$ cat config.mk
export PLATFORM = sky130hd
export DESIGN_NAME = corr_gainoff
export DESIGN_NICKNAME = d
export VERILOG_FILES = /design/src/rtl/corr_pkg.sv /design/src/rtl/corr_param_bank.sv /design/src/rtl/corr_arith.sv /design/src/rtl/corr_gainoff.sv
export SDC_FILE = /design/constraint.sdc
export NUM_CORES = 2
export LEC_CHECK = 0
export BUFFER_PORTS_ARGS = -buffer_cell sky130_fd_sc_hd__buf_4
export CORE_ASPECT_RATIO = 1.25
export CORE_MARGIN = 2
export CORE_UTILIZATION = 45
export DETAILED_ROUTE_END_ITERATION = 12
export HOLD_SLACK_MARGIN = 0.05
export RECOVER_POWER = 100
export SYNTH_ARGS = -nofsm -noshare
export SYNTH_HDL_FRONTEND = slang
export SYNTH_SLANG_ARGS = --single-unit
$ cat constraint.sdc
create_clock -name clk -period 21.9 [get_ports clk]
set_clock_uncertainty 0.15 [all_clocks]
set_input_delay 2.19 -clock clk [delete_from_list [all_inputs] [get_ports clk]]
set_output_delay 2.19 -clock clk [all_outputs]
set_load 0.005 [all_outputs]
$ cat src/rtl/corr_pkg.sv
package corr_pkg;
  typedef enum logic {
    PATH_SENSE = 1'b0,
    PATH_DRIVE = 1'b1
  } path_e;
endpackage

$ cat src/rtl/corr_param_bank.sv
module corr_param_bank #(
  parameter int NENT   = 32,
  parameter int IDX_W  = 5,
  parameter int GAIN_W = 32,
  parameter int OFS_W  = 16,
  parameter logic [GAIN_W-1:0] UNITY   = 'h00010000,
  parameter logic [GAIN_W-1:0] GAIN_LO = 'h0000F000,
  parameter logic [GAIN_W-1:0] GAIN_HI = 'h00011111,
  parameter int OFS_LIM = 15
) (
  input  logic              clk,
  input  logic              rst,
  input  logic              wr_en,
  input  logic [IDX_W-1:0]  wr_idx,
  input  logic [GAIN_W-1:0] wr_gain,
  input  logic [OFS_W-1:0]  wr_ofs,
  input  logic [IDX_W-1:0]  a_idx,
  output logic [GAIN_W-1:0] a_gain,
  output logic [OFS_W-1:0]  a_ofs,
  input  logic [IDX_W-1:0]  b_idx,
  output logic [GAIN_W-1:0] b_gain,
  output logic [OFS_W-1:0]  b_ofs,
  output logic [NENT-1:0]   warn
);
  localparam logic signed [OFS_W-1:0] OFS_HI = OFS_W'(OFS_LIM);
  localparam logic signed [OFS_W-1:0] OFS_LO = -OFS_HI;

  logic [GAIN_W-1:0] gain_q [NENT];
  logic [OFS_W-1:0]  ofs_q  [NENT];
  logic              wr_bad;

  always_comb begin
    wr_bad = (wr_gain < GAIN_LO) || (wr_gain > GAIN_HI) ||
             ($signed(wr_ofs) < OFS_LO) || ($signed(wr_ofs) > OFS_HI);
  end

  for (genvar e = 0; e < NENT; e++) begin : g_ent
    always_ff @(posedge clk) begin
      if (rst) begin
        gain_q[e] <= UNITY;
        ofs_q[e]  <= '0;
        warn[e]   <= 1'b0;
      end else if (wr_en && (wr_idx == IDX_W'(e))) begin
        gain_q[e] <= wr_gain;
        ofs_q[e]  <= wr_ofs;
        warn[e]   <= wr_bad;
      end
    end
  end

  always_ff @(posedge clk) begin
    a_gain <= gain_q[a_idx];
    a_ofs  <= ofs_q[a_idx];
    b_gain <= gain_q[b_idx];
    b_ofs  <= ofs_q[b_idx];
  end
endmodule

$ cat src/rtl/corr_arith.sv
module corr_arith
  import corr_pkg::*;
#(
  parameter int CODE_W = 16,
  parameter int OUT_W  = 14,
  parameter int GAIN_W = 32,
  parameter int OFS_W  = 16,
  parameter int FRAC   = 16
) (
  input  logic              path,
  input  logic [CODE_W-1:0] code,
  input  logic [GAIN_W-1:0] gain,
  input  logic [OFS_W-1:0]  ofs,
  output logic [CODE_W-1:0] res
);
  localparam int PROD_W = CODE_W + GAIN_W;
  localparam int RND_W  = PROD_W + 1;
  localparam int SHR_W  = RND_W - FRAC;
  localparam int SUM_W  = SHR_W + 2;
  localparam logic [RND_W-1:0] HALF = RND_W'(1) << (FRAC - 1);
  localparam logic signed [SUM_W-1:0] LIM_SENSE = SUM_W'((64'd1 << CODE_W) - 64'd1);
  localparam logic signed [SUM_W-1:0] LIM_DRIVE = SUM_W'((64'd1 << OUT_W) - 64'd1);

  logic [PROD_W-1:0]       prod;
  logic [RND_W-1:0]        rnd;
  logic [SHR_W-1:0]        shr;
  logic signed [SUM_W-1:0] sum;
  logic signed [SUM_W-1:0] lim;

  always_comb begin
    prod = PROD_W'(code) * PROD_W'(gain);
    rnd  = RND_W'(prod) + HALF;
    shr  = rnd[RND_W-1:FRAC];
    sum  = $signed({2'b00, shr}) + SUM_W'($signed(ofs));
    lim  = (path_e'(path) == PATH_DRIVE) ? LIM_DRIVE : LIM_SENSE;
    if (sum[SUM_W-1])
      res = '0;
    else if (sum > lim)
      res = lim[CODE_W-1:0];
    else
      res = sum[CODE_W-1:0];
  end
endmodule

$ cat src/rtl/corr_gainoff.sv
module corr_gainoff
  import corr_pkg::*;
#(
  parameter int NCH     = 16,
  parameter int CODE_W  = 16,
  parameter int OUT_W   = 14,
  parameter int GAIN_W  = 32,
  parameter int OFS_W   = 16,
  parameter int FRAC    = 16,
  parameter logic [GAIN_W-1:0] GAIN_LO = 'h0000F000,
  parameter logic [GAIN_W-1:0] GAIN_HI = 'h00011111,
  parameter int OFS_LIM = 15,
  localparam int CH_W   = $clog2(NCH),
  localparam int NENT   = 2 * NCH,
  localparam int IDX_W  = CH_W + 1,
  localparam int IMG_W  = GAIN_W + OFS_W
) (
  input  logic              clk,
  input  logic              rst,
  input  logic              in_valid,
  input  logic              in_path,
  input  logic [CH_W-1:0]   in_chan,
  input  logic [CODE_W-1:0] in_code,
  output logic              out_valid,
  output logic              out_path,
  output logic [CH_W-1:0]   out_chan,
  output logic [CODE_W-1:0] out_code,
  input  logic              wr_en,
  input  logic              wr_path,
  input  logic [CH_W-1:0]   wr_chan,
  input  logic [GAIN_W-1:0] wr_gain,
  input  logic [OFS_W-1:0]  wr_ofs,
  input  logic              byp_set,
  input  logic              rd_req,
  input  logic              rd_path,
  input  logic [CH_W-1:0]   rd_chan,
  output logic              rd_valid,
  output logic [IMG_W-1:0]  rd_data,
  output logic [NENT-1:0]   warn
);
  localparam logic [GAIN_W-1:0] UNITY = GAIN_W'(1) << FRAC;

  logic              byp_q;
  logic              s1_valid, s1_path, s1_byp;
  logic [CH_W-1:0]   s1_chan;
  logic [CODE_W-1:0] s1_code;
  logic [GAIN_W-1:0] bank_gain, use_gain, rb_gain;
  logic [OFS_W-1:0]  bank_ofs, use_ofs, rb_ofs;
  logic [CODE_W-1:0] s2_res;

  // Sticky bypass, cleared only by reset
  always_ff @(posedge clk) begin
    if (rst)          byp_q <= 1'b0;
    else if (byp_set) byp_q <= 1'b1;
  end

  corr_param_bank #(
    .NENT(NENT), .IDX_W(IDX_W), .GAIN_W(GAIN_W), .OFS_W(OFS_W),
    .UNITY(UNITY), .GAIN_LO(GAIN_LO), .GAIN_HI(GAIN_HI), .OFS_LIM(OFS_LIM)
  ) u_bank (
    .clk(clk), .rst(rst),
    .wr_en(wr_en), .wr_idx({wr_path, wr_chan}),
    .wr_gain(wr_gain), .wr_ofs(wr_ofs),
    .a_idx({in_path, in_chan}), .a_gain(bank_gain), .a_ofs(bank_ofs),
    .b_idx({rd_path, rd_chan}), .b_gain(rb_gain), .b_ofs(rb_ofs),
    .warn(warn)
  );

  // Stage 1: tag, masked code and bypass state, aligned with the bank read
  always_ff @(posedge clk) begin
    if (rst) begin
      s1_valid <= 1'b0;
      s1_path  <= 1'b0;
      s1_chan  <= '0;
      s1_code  <= '0;
      s1_byp   <= 1'b0;
    end else begin
      s1_valid <= in_valid;
      s1_path  <= in_path;
      s1_chan  <= in_chan;
      s1_code  <= (path_e'(in_path) == PATH_DRIVE) ?
                  CODE_W'(in_code[OUT_W-1:0]) : in_code;
      s1_byp   <= byp_q;
    end
  end

  always_comb begin
    use_gain = s1_byp ? UNITY : bank_gain;
    use_ofs  = s1_byp ? '0    : bank_ofs;
  end

  corr_arith #(
    .CODE_W(CODE_W), .OUT_W(OUT_W), .GAIN_W(GAIN_W), .OFS_W(OFS_W), .FRAC(FRAC)
  ) u_arith (
    .path(s1_path), .code(s1_code), .gain(use_gain), .ofs(use_ofs), .res(s2_res)
  );

  // Stage 2: registered result
  always_ff @(posedge clk) begin
    if (rst) begin
      out_valid <= 1'b0;
      out_path  <= 1'b0;
      out_chan  <= '0;
      out_code  <= '0;
      rd_valid  <= 1'b0;
    end else begin
      out_valid <= s1_valid;
      out_path  <= s1_path;
      out_chan  <= s1_chan;
      out_code  <= s2_res;
      rd_valid  <= rd_req;
    end
  end

  assign rd_data = {rb_gain, rb_ofs};
endmodule

==> After elaboration in Yosys (flattened, before gate mapping) <==
Memory sizes are Yosys's and may differ from the RTL's. A register that Yosys moved wholly into a read port is not among the register bits.
Index checks and enable logic that the tools add are counted.
{ "totals": {"regBits": 79, "ram_bits": 1536, "inputBits": 85, "n_memories": 2} }
{ "op_classes": {"add_sub_neg": 2, "multipliers": 1, "magnitude_cmp": 5, "n_eq_ne": 31, "muxes": 166, "bitwise": 64, "n_reduce_logical": 38} }
{ "mem_list": {"columns": ["name", "words", "word_bits", "rd", "rd_ports_with_merged_regs", "wr", "line_no", "rtl"], "rows": [
  ["u_bank.gain_q", 32, 32, 2, 2, 32, "corr_param_bank.sv:28", "logic [GAIN_W-1:0] gain_q [NENT];"],
  ["u_bank.ofs_q", 32, 16, 2, 2, 32, "corr_param_bank.sv:29", "logic [OFS_W-1:0] ofs_q [NENT];"]
]} }
{ "op_table": {"columns": ["op", "count"], "rows": [
  ["2-to-1 mux 32 bit", 33],
  ["2-to-1 mux 16 bit", 35],
  ["2-to-1 mux 1 bit", 98],
  ["== test 5 bit (second input constant)", 16],
  ["OR 1 bit", 64],
  ["adder 48 x 16 -> 49 bit (second input constant)", 1],
  ["multiplier 16 x 32 -> 48 bit", 1],
  ["== test 5 x 4 -> 1 bit (second input constant)", 8],
  ["adder 34 x 16 -> 35 bit", 1],
  ["> comparator 35 bit", 1],
  ["> comparator 32 x 17 -> 1 bit (second input constant)", 1],
  ["logical AND 1 bit", 32],
  ["less-than comparator 32 x 16 -> 1 bit (second input constant)", 1],
  ["== test 5 x 3 -> 1 bit (second input constant)", 4],
  ["> comparator 16 x 5 -> 1 bit (second input constant)", 1],
  ["less-than comparator 16 x 5 -> 1 bit (second input constant)", 1],
  ["== test 5 x 2 -> 1 bit (second input constant)", 2],
  ["== test 5 x 1 -> 1 bit (second input constant)", 1],
  ["logical NOT 5 bit", 1],
  ["OR reduction 2 bit", 2],
  ["logical OR 1 bit", 3]
]} }

==> Logic depth before layout (Yosys ltp) <==
{ "depth": {"depth_word": 6, "depth_mapped": 49, "depth_no_buf": 44} }

==> Cells and area by module <==
Synthesis repeated with hierarchy kept, for this count alone.
{ "hier_totals": {"cells_unflattened": 7588, "hier_area_um2": 104789.3} }
{ "by_module_without_submodules": {"columns": ["module", "n_inst", "cells_per_inst", "area_each_um2", "seq_area_each_um2"], "rows": [
  ["corr_param_bank", 1, 5234, 84700.0, 48686.7],
  ["corr_arith", 1, 2202, 18486.5, 0.0],
  ["corr_gainoff", 1, 152, 1602.8, 940.9]
]} }

==> Least setup slack after synthesis <==
No wires, ideal clock.
{ "synth_timing": {"path_type": "reg-to-reg", "startpoint": "reg s1_byp", "endpoint": "reg out_code[4]", "t_arrival_ns": 10.811, "required_ns": 21.608, "path_slack_ns": 10.797, "path_stages_with_launch": 46, "path_buffers": 5, "period_less_slack_ns": 11.103, "cell_sequence": "dfxtp_1 clkbuf_1 clkbuf_1 nor2b_1 clkbuf_1 nand2_1 fa_1 fa_1 fa_1 inv_1 fa_1 fa_1 inv_1 fa_1 inv_1 ha_1 a21o_1 a21o_1 [10 not listed] o21ai_0 a31oi_1 xor2_1 inv_1 ha_1 nand4_1 nor2_1 nand3_1 or4_1 or4_1 or4_1 a21oi_1 nand4_1 or4_1 buf_2 nor2_4 buf_6 a21oi_1"} }
{ "synth_via": {"elab_chain_cells": 6, "elab_cells_between_ends": 8, "classes_between": "2 x add/sub; 1 x mul; 1 x order compare; 3 x mux; 1 x reduce/logical"} }
{ "synth_lines": {"columns": ["element", "line_no", "rtl"], "rows": [
  ["start, declared", "corr_gainoff.sv:44", "logic s1_valid, s1_path, s1_byp;"],
  ["start signal, assigned", "corr_gainoff.sv:83", "s1_byp <= byp_q;"],
  ["2-to-1 mux 32 bit", "corr_gainoff.sv:88", "use_gain = s1_byp ? UNITY : bank_gain;"],
  ["multiplier 16 x 32 -> 48 bit", "corr_arith.sv:31", "prod = PROD_W'(code) * PROD_W'(gain);"],
  ["adder 48 x 16 -> 49 bit", "corr_arith.sv:32", "rnd = RND_W'(prod) + HALF;"],
  ["adder 34 x 16 -> 35 bit (*)", "corr_arith.sv:34", "sum = $signed({2'b00, shr}) + SUM_W'($signed(ofs));"],
  ["> comparator 35 bit", "corr_arith.sv:38", "else if (sum > lim)"],
  ["2-to-1 mux 16 bit", "corr_arith.sv:38", null],
  ["end signal, assigned", "corr_gainoff.sv:110", "out_code <= s2_res;"],
  ["end, declared", "corr_gainoff.sv:27", "output logic [CODE_W-1:0] out_code,"]
]} }
Mark *: on every way between the ends. The rest lies on a longest branch, timed or not.
A chain may end at the register's enable or synchronous reset.

==> run_results.csv <==
group,metric,value,unit
outcome,status,"complete, but fails checks",
outcome,violations,"capacitance limit, slew limit",
clock_tree,cts_root_buffer,"clkbuf_16",
place,port_buffers,187,
die,row_count,197,
grt,antenna_found_initial,60,
grt,grtUsageTotal,29.6,%
detailed_routing,totalWireLength,344000,um
yosys,yosysTopAreaCellShare,44.5,%
grt,grtUsageMet2,50.5,%
yosys,netlist_instances,7300,
clock_tree,cts.repair.resized,0,
clock_tree,h-tree-depth,4,
critical_path,cp.depth,8,
cells_and_area,multiInputGateArea,49600,sq um
clock_tree,post-cts-setup-buffers,0,
critical_path,cp.required,22450,ps
yosys,avgSynthCellArea,14.2,sq um
place,numPlacedInstances,10100,
sta,finalHoldViolations,0,
cells_and_area,fin_cells,10400,
yosys,syn-num-nets,7993,
critical_path,startpoint,"rd_chan[0]",
clock_tree,clkLatencyLatePin,860,ps
grt,grt_remaining_overflow,0,
yosys,synth.ff_latch_count,1711,
critical_path,reg2reg_depth,39,
power_and_ir_drop,power_per_cell_area,114,nW/um^2
yosys,ys_top_cells_by_area,"edfxtp_1 (44%), mux4_2 (21%), and2_1 (10%), fa_1 (8.1%), dfxtp_1 (3.4%)",
yosys,synth_commonest_cells,"and2_1 (1728), edfxtp_1 (1536), mux4_2 (960)",
critical_path,cp_cell_sequence,"clkbuf_1 -> clkbuf_1 -> clkbuf_1 -> buf_4 -> buf_4 -> mux4_2 -> mux4_2 -> mux2_1",
die,boundaryPins,188,
yosys,yosysMostFrequentCell,"and2_1",
cells_and_area,final-seq-area,49600,sq um
clock_tree,cts_sinks,1711,
grt,use_met3,5.09,%
sta,worst_slew_pin_slew,7230,ps
critical_path,cp.arrival,14830,ps
critical_path,crit_path_max_fanout,56,
grt,grt_pass1_wl,492000,um
critical_path,slowest_stage,"clkbuf_1",
clock_tree,cts_tree,"yes",
yosys,synth_flop_cell,"edfxtp_1",
hold_path,worstHoldStart,"s1_valid$_SDFF_PP0_",
yosys,synth_cell_types,65,
hold_path,min_path_cells,1,
detailed_routing,ant_nets,0,
detailed_routing,drc,0,
power_and_ir_drop,leakage,40.4,nW
sta,setup_tns,0,ps
job,drv_cap,123,
die,die_y,541,um
sta,drv_slew,3975,
clock_tree,postCtsHoldBufs,0,
sta,timing.slew.headroom,-382,%
die,die_area,234000,sq um
critical_path,start_kind,"input port",
die,initial_core_util,45.1,%
detailed_routing,drtIter0Drc,7711,
detailed_routing,via_per_inst,6.18,
yosys,synth-edff-count,1536,
grt,met1_usage,37.3,%
grt,top_usage_layer,"met2",
power_and_ir_drop,peakVddDrop,259,uV
place,hpwl,198000,um
power_and_ir_drop,finalPower,0.0129,W
critical_path,rr_startpoint,"s1_byp$_SDFF_PP0_",
die,core,230000,sq um
clock_tree,clkTransAtPathRegs,60,ps
sta,setup_violations,0,
critical_path,critical_path_class,"input port to flop",
sta,fmax,70.0,MHz
clock_tree,cts_buffers,186,
sta,fin_crit_sh,65.2,%
cells_and_area,area_growth,9.23,%
sta,finalCriticalPeriod,14280,ps
die,die_w,433,um
detailed_routing,first_pass_iters,5,
grt,grt_pass1_vias,67200,
detailed_routing,num_vias,64400,
cells_and_area,fill_cells,19700,
cells_and_area,drive_gt1_share,20.6,%
critical_path,crit_path_frequent_cell,"clkbuf_1",
yosys,ys_seq_area_share,47.9,%
sta,rsz0062_at_grt,"no",
yosys,syn_area,104000,sq um
critical_path,end_kind,"flop",
place,place_congestion,0.882,
detailed_routing,wl_per_cell,33.0,um
cells_and_area,nets,7873,
critical_path,cp_top_family,"buffers and inverters",
yosys,yosysWarnings,0,
critical_path,crit_buf_inv,5,
yosys,ys_async_sr_fraction,0,%
critical_path,critPathMaxStageDelay,3800,ps
clock_tree,cts_buffer_depth,4,
grt,grt_max_degree,124,
yosys,post-synth-top-area-cell,"edfxtp_1",
hold_path,hp-class,"flop to flop",
power by group:
| part | internal [W] | switching (W) | total (W) |
|---|---|---|---|
| logic | 0.00235 | 0.00350 | 0.00585 |
| registers | 0.00377 | 0.000116 | 0.00389 |
| clock network | 0.00177 | 0.00136 | 0.00313 |
sequential cells by signal, summed over array words and instances (netlist names), 4 cells and up:
name	count
u_bank.warn	32
u_bank.b_gain	32
out_code	16
u_bank.a_ofs	16
u_bank.a_gain	32
s1_code	16
s1_chan	4
u_bank.ofs_q	512
u_bank.b_ofs	16
u_bank.gain_q	1024
out_chan	4
metrics by stage:
| stage | utilization [%] | worst slack [ps] | hold slack, ps | area [sq um] |
|---|---|---|---|---|
| 2_1_floorplan | - | 10800 | 264 | 104000 |
| 3_3_place_gp | 47.1 | 9640 | 282 | 108000 |
| 3_5_place_dp | 47.1 | 9430 | 294 | 108000 |
| 4_1_cts | 49.7 | 9420 | 307 | 114000 |
| 5_1_grt | 49.3 | 6250 | 318 | 113000 |
| 6_report | 49.3 | 7620 | 299 | 113000 |
layer usage:
layer / wire, um / share of wire, %
met3: 31400 / 9.1
met1: 124000 / 36
met4: 16000 / 4.7
met5: 185 / 0.054
met2: 172000 / 50
path summary, 6_finish.rpt:
check | to | slack (ps)
max | u_bank.b_gain[14]$_DFF_P_ | 7620
min | out_valid$_SDFF_PP0_ | 300
max reg2reg | out_code[10]$_SDFF_PP0_ | 7840
min reg2reg | out_valid$_SDFF_PP0_ | 300
cell type report:
class,count,share of cell area (%)
antenna,18,0.0398
clock inverter,86,0.727
sequential,1711,43.8
clock buffer,250,4.41
tap,3084,3.41
inverter,548,1.82
timing repair buffer,340,1.96
multi-input combinational,4393,43.8
worst register-to-register path: cells and delay by family (launching register included):
kind / cells / cell delay, ps
AOI/OAI and AO/OA: 9 / 2830
and+or+nand+nor: 15 / 4770
xor gates and xnor gates: 2 / 360
adders and majority gates: 9 / 3810
buffers and inverters: 4 / 1710
DFF: 1 / 310
logic make-up after synthesis:
kind of cell	count (synthesis)	synth area share, %
flip-flops	1711	47.9
multiplexers	1061	21.9
AO/OA/AOI/OAI	282	1.76
buffers and inverters	1196	4.34
AND/OR/NAND/NOR	2400	13.4
XOR/XNOR	42	0.355
adder cells (fa/ha/maj)	608	10.4
layout by cell type (no fill, tap or decap), types with 140 or more instances in the layout:
cell type | netlist | final
fa_1 | 419 | 419
dfxtp_1 | 175 | 170
ha_1 | 189 | 189
inv_1 | 548 | 548
edfxtp_1 | 1536 | 1536
clkbuf_16 | 0 | 188
mux4_2 | 960 | 960
buf_4 | 0 | 140
clkbuf_1 | 575 | 166
and2_0 | 1 | 824
and2_1 | 1728 | 905
nand2_1 | 369 | 369
(Power assumes the default switching activity.)
